File: config.mk
export PLATFORM = sky130hd
export DESIGN_NAME = stopclk_ctrl
export DESIGN_NICKNAME = d
export VERILOG_FILES = /design/src/rtl/stopclk_pkg.sv /design/src/rtl/stopclk_ackseq.sv /design/src/rtl/stopclk_evtlatch.sv /design/src/rtl/stopclk_ctrl.sv
export SDC_FILE = /design/constraint.sdc
export NUM_CORES = 1
export LEC_CHECK = 0
export BUFFER_PORTS_ARGS = -buffer_cell sky130_fd_sc_hd__buf_2
export CORE_MARGIN = 2
export CORE_UTILIZATION = 52
export CTS_CLUSTER_DIAMETER = 50
export DETAILED_ROUTE_END_ITERATION = 10
export PLACE_DENSITY_LB_ADDON = 0.12
export SETUP_SLACK_MARGIN = 0.4
export SYNTH_ARGS = -nofsm -noshare
export SYNTH_HDL_FRONTEND = slang
export SYNTH_SLANG_ARGS = --single-unit
File: constraint.sdc
create_clock -name clk -period 1.9 [get_ports clk]
set_input_delay 0.38 -clock clk [delete_from_list [all_inputs] [get_ports clk]]
set_output_delay 0.38 -clock clk [all_outputs]
set_load 0.1 [all_outputs]
File: src/rtl/stopclk_pkg.sv
package stopclk_pkg;

    typedef enum logic [2:0] {
        ST_NORMAL   = 3'd0,
        ST_HALT     = 3'd1,
        ST_STOPPING = 3'd2,
        ST_GRANT    = 3'd3,
        ST_SNOOP    = 3'd4
    } sc_state_e;

    typedef enum logic [1:0] {
        SQ_IDLE,
        SQ_ISSUE,
        SQ_WAITRSP,
        SQ_COUNT
    } seq_phase_e;

    localparam int EVT_SMI   = 0;
    localparam int EVT_INIT  = 1;
    localparam int EVT_LINT0 = 2;
    localparam int EVT_LINT1 = 3;
    localparam int NUM_EVT   = 4;

    function automatic logic is_idle(sc_state_e s);
        return (s == ST_NORMAL) || (s == ST_HALT);
    endfunction

    function automatic logic is_parked(sc_state_e s);
        return (s == ST_GRANT) || (s == ST_SNOOP);
    endfunction

    function automatic sc_state_e idle_of(logic hlt);
        return hlt ? ST_HALT : ST_NORMAL;
    endfunction

endpackage

File: src/rtl/stopclk_ackseq.sv
module stopclk_ackseq
    import stopclk_pkg::*;
#(
    parameter int NUM_DIE     = 2,
    parameter int GRANT_DELAY = 20,
    localparam int DIE_W      = (NUM_DIE > 1) ? $clog2(NUM_DIE) : 1
) (
    input  logic             clk,
    input  logic             rst,
    input  logic             start,
    input  logic             rsp_phase,
    output logic             ack_req,
    output logic [DIE_W-1:0] ack_die,
    output logic             grant_go
);
    localparam int CNT_W = $clog2(GRANT_DELAY + 1);
    localparam logic [DIE_W-1:0] LAST_DIE   = DIE_W'(NUM_DIE - 1);
    localparam logic [CNT_W-1:0] DELAY_LAST = CNT_W'(GRANT_DELAY - 1);

    seq_phase_e       phase_q;
    logic [DIE_W-1:0] die_q;
    logic [CNT_W-1:0] cnt_q;

    always_ff @(posedge clk) begin
        if (rst) begin
            phase_q <= SQ_IDLE;
            die_q   <= '0;
            cnt_q   <= '0;
        end else begin
            case (phase_q)
                SQ_IDLE: if (start) begin
                    phase_q <= SQ_ISSUE;
                    die_q   <= '0;
                end
                SQ_ISSUE: phase_q <= SQ_WAITRSP;
                SQ_WAITRSP: if (rsp_phase) begin
                    if (die_q == LAST_DIE) begin
                        phase_q <= SQ_COUNT;
                        cnt_q   <= '0;
                    end else begin
                        phase_q <= SQ_ISSUE;
                        die_q   <= die_q + 1'b1;
                    end
                end
                SQ_COUNT: begin
                    if (cnt_q == DELAY_LAST) phase_q <= SQ_IDLE;
                    else                     cnt_q   <= cnt_q + 1'b1;
                end
                default: phase_q <= SQ_IDLE;
            endcase
        end
    end

    assign ack_req  = (phase_q == SQ_ISSUE);
    assign ack_die  = die_q;
    assign grant_go = (phase_q == SQ_COUNT) && (cnt_q == DELAY_LAST);

endmodule

File: src/rtl/stopclk_evtlatch.sv
module stopclk_evtlatch #(
    parameter int N = 4
) (
    input  logic         clk,
    input  logic         rst,
    input  logic         capture,
    input  logic         present,
    input  logic [N-1:0] evt_in,
    output logic [N-1:0] evt_pend
);
    for (genvar i = 0; i < N; i++) begin : g_evt
        logic held_q;
        logic pend_q;

        always_ff @(posedge clk) begin
            if (rst) begin
                held_q <= 1'b0;
                pend_q <= 1'b0;
            end else begin
                pend_q <= present & held_q;
                if (present)
                    held_q <= 1'b0;
                else if (capture && evt_in[i])
                    held_q <= 1'b1;
            end
        end

        assign evt_pend[i] = pend_q;
    end

endmodule

File: src/rtl/stopclk_ctrl.sv
module stopclk_ctrl
    import stopclk_pkg::*;
#(
    parameter int NUM_DIE     = 2,
    parameter int GRANT_DELAY = 20,
    localparam int DIE_W      = (NUM_DIE > 1) ? $clog2(NUM_DIE) : 1
) (
    input  logic             clk,
    input  logic             rst,
    input  logic             stop_req,
    input  logic             halted,
    input  logic             rsp_phase,
    input  logic             snoop_hit,
    input  logic [3:0]       evt_in,
    output logic             ack_req,
    output logic [DIE_W-1:0] ack_die,
    output logic [2:0]       state_code,
    output logic             proto_err,
    output logic [3:0]       evt_pend
);
    sc_state_e state_q;
    logic      ret_halt_q;
    logic      proto_q;
    logic      grant_go;
    logic      start_w;
    logic      present_w;
    logic      capture_w;

    assign start_w   = is_idle(state_q) && stop_req;
    assign present_w = (state_q == ST_GRANT) && !snoop_hit && !stop_req;
    assign capture_w = !is_idle(state_q);

    stopclk_ackseq #(
        .NUM_DIE    (NUM_DIE),
        .GRANT_DELAY(GRANT_DELAY)
    ) u_seq (
        .clk      (clk),
        .rst      (rst),
        .start    (start_w),
        .rsp_phase(rsp_phase),
        .ack_req  (ack_req),
        .ack_die  (ack_die),
        .grant_go (grant_go)
    );

    stopclk_evtlatch #(.N(NUM_EVT)) u_evt (
        .clk     (clk),
        .rst     (rst),
        .capture (capture_w),
        .present (present_w),
        .evt_in  (evt_in),
        .evt_pend(evt_pend)
    );

    always_ff @(posedge clk) begin
        if (rst) begin
            if (is_parked(state_q)) state_q <= ST_GRANT;
            else                    state_q <= ST_NORMAL;
            ret_halt_q <= 1'b0;
            proto_q    <= 1'b0;
        end else begin
            case (state_q)
                ST_NORMAL, ST_HALT: begin
                    if (stop_req) begin
                        state_q    <= ST_STOPPING;
                        ret_halt_q <= (state_q == ST_HALT);
                    end else begin
                        state_q <= idle_of(halted);
                    end
                end
                ST_STOPPING: begin
                    if (!stop_req) proto_q <= 1'b1;
                    if (grant_go)  state_q <= ST_GRANT;
                end
                ST_GRANT: begin
                    if (snoop_hit)     state_q <= ST_SNOOP;
                    else if (!stop_req) state_q <= idle_of(ret_halt_q);
                end
                ST_SNOOP: state_q <= ST_GRANT;
                default:  state_q <= ST_NORMAL;
            endcase
        end
    end

    assign state_code = state_q;
    assign proto_err  = proto_q;

endmodule

==> results of run 1 <==
-- cell usage in the layout, fill, tap and decap left out, types with 2 or more instances in the layout --
master and n:
sky130_fd_sc_hd__dfxtp_1 14, sky130_fd_sc_hd__a21oi_1 13, sky130_fd_sc_hd__buf_2 13, sky130_fd_sc_hd__nor2_1 11
sky130_fd_sc_hd__buf_4 11, sky130_fd_sc_hd__inv_1 5, sky130_fd_sc_hd__o21ai_0 4, sky130_fd_sc_hd__and2_1 4
sky130_fd_sc_hd__nand2_1 4, sky130_fd_sc_hd__clkbuf_4 4, sky130_fd_sc_hd__nand3_1 3, sky130_fd_sc_hd__a31o_2 3
sky130_fd_sc_hd__or3_1 3, sky130_fd_sc_hd__edfxtp_1 3, sky130_fd_sc_hd__dfxtp_2 3, sky130_fd_sc_hd__nor3b_1 2
sky130_fd_sc_hd__a211o_1 2, sky130_fd_sc_hd__or4b_1 2, sky130_fd_sc_hd__mux2i_1 2, sky130_fd_sc_hd__o31ai_1 2
-- worst paths after layout --
kind,end,slack (ns),cells after the start
max reg2reg,u_seq.cnt_q[1],0.49,4
min,u_evt.g_evt[0].held_q,0.29,3
min reg2reg,u_evt.g_evt[2].pend_q,0.47,1
max,evt_pend[0],0.47,1
-- sequential cells by signal, indices dropped and copies added, names as in the netlist --
| name | flops |
|---|---|
| u_seq.ack_die | 1 |
| u_seq.cnt_q | 5 |
| state_code | 3 |
| u_evt.g_evt.pend_q | 4 |
| u_seq.phase_q | 2 |
| ret_halt_q | 1 |
| u_evt.g_evt.held_q | 4 |
| proto_err | 1 |
-- power by group through the flow --
stage	registers (W)	logic, W	clock network (W)
6_report	0.000582	0.000736	0.000215
5_1_grt	0.000592	0.000792	0.000240
4_1_cts	0.000585	0.000702	0.000221
3_5_place_dp	0.000648	0.000553	0
3_3_place_gp	0.000646	0.000545	0
2_1_floorplan	0.000815	0.000347	0
-- per-stage QoR --
stage / setup slack, ns / hold WS [ns] / util, %
finish: 0.470 / 0.293 / 68.0
global placement: 0.431 / 0.439 / 60.7
detailed placement: 0.404 / 0.443 / 60.7
CTS: 0.403 / 0.290 / 65.7
global route: 0.403 / 0.299 / 68.0
floorplan: 0.0314 / 0.429 / -
-- metal layers --
metal  part of all wire, %  GRT usage, %  up-vias
li1                      -             -      430
met1                    50          24.5      366
met2                    45          30.5       16
met3                   3.4          3.40        5
met4                   2.2          10.0        0
met5                     0             0        -
-- kinds of logic (layout without fill, tap and decap cells) --
kind of cell    after synthesis  count (layout)  synth area share (%)
flops                        21              21                  45.7
compound gates               29              29                  18.4
buf+inv                      15              37                  8.39
mux                           2               2                  2.03
xor+xnor                      1               1                 0.890
fa+ha+maj                     1               1                  1.27
simple gates                 40              40                  23.3
-- timing repair --
action | CTS | global route
setup buffers | 5 | 3
pin swaps | 0 | 1
endpoints found under the setup margin | 5 | 7
resized for setup | 8 | 8
-- final cells by class --
| cell class | count | share of cell area [%] |
|---|---|---|
| Multi-Input combinational cell | 73 | 38.9 |
| Sequential cell | 21 | 38.6 |
| Timing Repair Buffer | 27 | 15.7 |
| Tap cell | 25 | 2.63 |
| Clock buffer | 3 | 1.90 |
| Inverter | 6 | 1.90 |
| Clock inverter | 1 | 0.421 |
==> results.txt, run 1 <==
----------------------------------------------------
[Run status]
  Status ... complete, no violations

[Timing]
  Final total negative setup slack ... 0 ns
  Final Setup Violations ... 0
  Slew of the pin with the lowest slew margin ... 0.486 ns
  Final number of max-transition violations ... 0
  Total count of hold-check failures in the final report ... 0
  Unrepaired setup endpoints after global routing ... false
  Headroom to the max-slew limit ... about two thirds
  Peak clock frequency supported by timing ... 699 MHz
  Final Skew ... 0.00396 ns
  Final min period ... 1.43 ns
  Final period utilization ... 75.3%

[Critical path]
  Cell type of the slowest stage on the worst timing path ... sky130_fd_sc_hd__buf_2
  Buffering stage count on the worst path with inverters included ... 1
  Top cell family by delay on the critical path ... buffers and inverters
  Highest fanout seen on the critical path ... 1
  Ordered list of cells on the worst path ... buf_2
  Arr. time, crit path ... 1.05 ns
  Startpoint kind of the worst setup timing path ... register
  Capturing element type of the critical path ... primary output
  Path type of the worst setup path ... reg2out
  Launch point of the worst reg-to-reg path ... u_seq.cnt_q[0]
  Delay of the slowest cell on the worst path ... 0.42 ns
  CP startpoint ... u_evt.g_evt[0].pend_q
  CP required ... 1.52 ns

[Synthesis]
  Synth top area cells ... sky130_fd_sc_hd__dfxtp_1, sky130_fd_sc_hd__edfxtp_1, sky130_fd_sc_hd__a21oi_1
  Post-synth top flop ... sky130_fd_sc_hd__dfxtp_1
  Net Count, Synth ... 120
  Cell area after synthesis ... 985 um^2
  Number of distinct standard cells referenced by the synthesized netlist ... 36
  Post-synth EDFFs ... 3
  Share of the synthesized area in the top cell type ... 36.6%
  Synthesized instance count ... between 100 and 150
  Average size of a mapped cell ... 9.03 um^2
  Most instantiated library cell after synthesis ... sky130_fd_sc_hd__dfxtp_1
  Flip-flop and latch count after synthesis ... 21
  Biggest area consumer among synthesized cells ... sky130_fd_sc_hd__dfxtp_1
  Number of warnings issued by yosys ... 0
  Most numerous cell types in the synthesized netlist ... sky130_fd_sc_hd__dfxtp_1, sky130_fd_sc_hd__a21oi_1, sky130_fd_sc_hd__nor2_1, sky130_fd_sc_hd__inv_1
  Asr flop ratio synth ... 0%
  Sequential element share of the synthesized area ... 45.7%

[Floorplan]
  DIE WIDTH ... 47.5 um
  Std-Cell Core Area ... 0.00175 mm^2
  Effective utilization at floorplan ... 56.4%
  Floorplan die area ... 0.00226 mm^2
  Vertical die dimension ... 47.5 um
  Number of I/O pins ... 20
  Number of rows in the core area ... 15

[Global routing]
  Total track usage ... 19.1%
  Antenna violations before repair ... 0
  First-pass GRT wire length ... 3000 um
  Vias in the first global route ... a little over 700
  Maximum number of pins on one net before global-route repair ... 17
  Total gr overflow ... 0

[Routing]
  Antenna-violating nets left ... 0
  Via density ... 5.24
  First-pass iteration count of the detailed router ... 3
  Average wire length per cell after detail routing ... 12.1 um
  Number of violations reported at the end of detailed-routing iteration 0 ... 13
  Detailed-route wire length ... 1880 um
  Residual DRC ... 0
  Vias after detailed routing ... ~820

[Finish]
  Number of antenna cells inserted ... 0
  Fraction of layout cells with a size suffix above 1 ... 34.4%
  Cell Count, Final, Fillers Out ... 156
  Area used by multi-input combinational logic ... 462 um^2
  Post-layout instance area ... 0.00119 mm^2
  Net count reported at finish ... 143
  Area growth syn-to-layout ... 20.6%
  Fillcell total ... roughly 140
  Sequential cell area ... 458 um^2

[Pwr]
  Reported leakage power ... 0.485 nW
  Net switching component of the power ... 0.000670 W
  Maximum vdd ir drop ... between 0.0007 and 0.0008 V
  Clock Power Share ... 14.0%
  Cell internal pwr ... 0.000863 W
  Post-layout power ... 0.00153 W
  Pwr per Cell Area ... 1290 mW/mm^2
  Sequential power share ... 38.0%
  Power share of the combinational group ... 48.0%
  Switching fraction of total power ... 43.7%

[Clocking]
  H-tree Lvls ... 1
  Number of sinks handled by clock tree synthesis ... 21
  Quantity of hold-fixing buffers added after cts ... 0
  Clock latency at the later pin of the worst-skew pair ... 0.31 ns
  Max Buffers Root-to-Sink ... 2
  CTS buffer count ... 3
  Clock tree from TritonCTS ... built
  Clock edge transition at the registers on the reported setup and hold paths ... 0.11 ns
  CTS root buf ... sky130_fd_sc_hd__clkbuf_4

[Placed design]
  # placed instances ... around 140
  Count of buffers from port buffering ... 19
  Cell Area, Placed ... roughly 0.0011 mm^2
  Final weighted congestion in routability-driven placement ... 0.767
  Placed wire-length estimate ... about 1300 um

[Worst hold path]
  Source of the worst hold timing path ... evt_in[0]
  Worst min path class ... in2reg

[Flow run]
  Max capacitance violation total ... 0

----------------------------------------------------
(Power assumes the default switching activity.)
==> run 2, diff against run 1 <==
--- a/config.mk
+++ b/config.mk
@@ -7,7 +7,7 @@
 export LEC_CHECK = 0
 export BUFFER_PORTS_ARGS = -buffer_cell sky130_fd_sc_hd__buf_2
 export CORE_MARGIN = 2
-export CORE_UTILIZATION = 52
+export CORE_UTILIZATION = 47
 export CTS_CLUSTER_DIAMETER = 50
 export DETAILED_ROUTE_END_ITERATION = 10
 export PLACE_DENSITY_LB_ADDON = 0.12
==> constraint.sdc (replaced) <==
create_clock -name clk -period 1.2 [get_ports clk]
set_input_delay 0.24 -clock clk [delete_from_list [all_inputs] [get_ports clk]]
set_output_delay 0.24 -clock clk [all_outputs]
set_load 0.1 [all_outputs]
==> results.txt, run 2 (synthesis results as in run 1) <==
----------------------------------------------------
[Clocking]
  Max Buffers Root-to-Sink ... 2
  CTS root buf ... sky130_fd_sc_hd__clkbuf_4
  Number of sinks handled by clock tree synthesis ... 21
  Clock edge transition at the registers on the reported setup and hold paths ... 0.13 ns
  CTS buffer count ... 3
  H-tree Lvls ... 1
  Clock latency at the later pin of the worst-skew pair ... 0.33 ns
  Clock tree from TritonCTS ... built

[Placed design]
  Placed wire-length estimate ... 1850 um
  Final weighted congestion in routability-driven placement ... 0.778
  Count of buffers from port buffering ... 19
  Dpl ws ... -0.165 ns

[Finish]
  Register ranked first by flip-flop count ... u_seq.cnt_q
  Registers with the most flip-flops ... u_seq.cnt_q x5, u_evt.g_evt.held_q x4, u_evt.g_evt.pend_q x4
  Area growth syn-to-layout ... 93.1%
  Sequential cell area ... 477 um^2
  Fillcell total ... 33
  Flip-flop count of the largest register, all copies and words added ... 5
  Fraction of layout cells with a size suffix above 1 ... approximately 74%
  Area used by multi-input combinational logic ... 698 um^2
  Most frequent cells in the layout ... sky130_fd_sc_hd__buf_6, sky130_fd_sc_hd__buf_4, sky130_fd_sc_hd__buf_12, sky130_fd_sc_hd__a21oi_2
  Number of antenna cells inserted ... 0
  Net count reported at finish ... approximately 180

[Pwr]
  Maximum vdd ir drop ... about 0.0018 V
  Pwr per Cell Area ... about 1900 mW/mm^2
  Post-layout power ... around 0.0037 W
  Reported leakage power ... approximately 0.77 nW

[Floorplan]
  Effective utilization at floorplan ... 50.2%
  Number of I/O pins ... 20
  Number of rows in the core area ... 16
  DIE WIDTH ... between 40 and 50 um
  Vertical die dimension ... 49.8 um
  Floorplan die area ... 0.00248 mm^2
  Std-Cell Core Area ... 0.00196 mm^2

[Timing]
  Final number of max-transition violations ... 0
  Slew of the pin with the lowest slew margin ... 0.391 ns
  Total count of hold-check failures in the final report ... 0
  Setup WS post-layout ... -0.297 ns
  Final Skew ... 0.00441 ns
  Unrepaired setup endpoints after global routing ... true
  Headroom to the max-slew limit ... 73.7%
  Final period utilization ... 125%
  Peak clock frequency supported by timing ... around 670 MHz
  Final min period ... 1.50 ns
  Final Setup Violations ... 25

[Global routing]
  Maximum number of pins on one net before global-route repair ... 13
  Total gr overflow ... 0
  First-pass GRT wire length ... 5750 um
  Vias in the first global route ... about 1,200
  Total track usage ... between 30% and 40%
  Antenna violations before repair ... 0

[Critical path]
  Cell type of the slowest stage on the worst timing path ... sky130_fd_sc_hd__edfxtp_1
  Path type of the worst setup path ... reg2out
  Delay of the slowest cell on the worst path ... 0.47 ns
  Most Frequent Cell on Critical Path ... sky130_fd_sc_hd__buf_6
  Highest fanout seen on the critical path ... 7
  Ordered list of cells on the worst path ... buf_6 > buf_6 > buf_12
  Path depth of the worst reg2reg path ... 4
  Launch point of the worst reg-to-reg path ... state_code[2]
  CP required ... 0.96 ns
  Reg-to-Reg End ... state_code[0]
  Startpoint kind of the worst setup timing path ... register
  Capturing element type of the critical path ... primary output
  Reg2reg setup slack ... -0.29 ns
  Arr. time, crit path ... 1.26 ns

[Routing]
  Average wire length per cell after detail routing ... 27.0 um
  First-pass iteration count of the detailed router ... 6
  Detailed-route wire length ... 5150 um
  Antenna-violating nets left ... 0
  Vias after detailed routing ... 1,266
  Via density ... between 6 and 7
  Residual DRC ... 0
  Number of violations reported at the end of detailed-routing iteration 0 ... 110

[Worst hold path]
  Cells on Worst Hold Path ... 3
  Endpoint with the worst hold slack ... u_evt.g_evt[0].held_q
  Source of the worst hold timing path ... evt_in[0]
  Worst min path class ... in2reg

[Run status]
  Status ... finished with violations
  Violations in the final reports ... setup timing

[Flow run]
  Max capacitance violation total ... 0

----------------------------------------------------
## run 2: metrics by stage
stage	cells	hold slack (ns)	TNS (ns)	cell area [um^2]	utilization (%)
2_1_floorplan	109	0.377	-9.61	1070	-
3_5_place_dp	167	0.449	-1.60	1420	72.6
3_3_place_gp	167	0.438	-0.874	1420	72.6
5_1_grt	191	0.199	-4.60	1900	96.9
6_report	191	0.210	-4.27	1900	96.9
4_1_cts	183	0.148	-2.40	1670	84.9
## run 2: worst max path at each step
stage / startpoint / endpoint / depth (start not counted)
finish: state_code[2] / state_code[2] / 3
global route: state_code[2] / state_code[0] / 4
CTS: state_code[2] / state_code[0] / 4
detailed placement: u_seq.cnt_q[1] / u_seq.cnt_q[1] / 4
global placement: u_seq.cnt_q[0] / u_seq.cnt_q[1] / 4
floorplan: state_code[2] / state_code[0] / 4
## run 2: area by class of cell
| class | count | share of cell area [%] |
|---|---|---|
| clock buffers | 3 | 1.18 |
| well taps | 27 | 1.78 |
| repair buffers | 60 | 33.7 |
| inverters | 6 | 1.32 |
| multi-input cells | 73 | 36.7 |
| flip-flops and latches | 21 | 25.1 |
| clock inverters | 1 | 0.263 |
## run 2: layer usage
| metal | track usage, % | vias to the layer above | routed length, um |
|---|---|---|---|
| li1 | - | 499 | - |
| met1 | 32.6 | 577 | 1670 |
| met2 | 56.0 | 140 | 2450 |
| met3 | 7.58 | 50 | 621 |
| met4 | 27.3 | 0 | 414 |
| met5 | 0 | - | 0 |
## run 2: power by group
group | internal [W] | switching, W
Combinational | 0.00107 | 0.00125
Sequential | 0.000851 | 0.000120
Clock | 0.000125 | 0.000254
Total | 0.00205 | 0.00162
## run 2: what timing repair did
item                                    in CTS  in global routing
gates resized for setup                     32                 40
hold buffers                                 0                  0
buffers inserted                            12                  8
endpoints found under the setup margin      34                 34
pin swaps                                    7                 25
## run 2: worst max-delay path: cells and delay by family, from the launching register on
kind,cells,cell delay (ns)
DFF,1,0.47
buffers and inverters,3,0.45
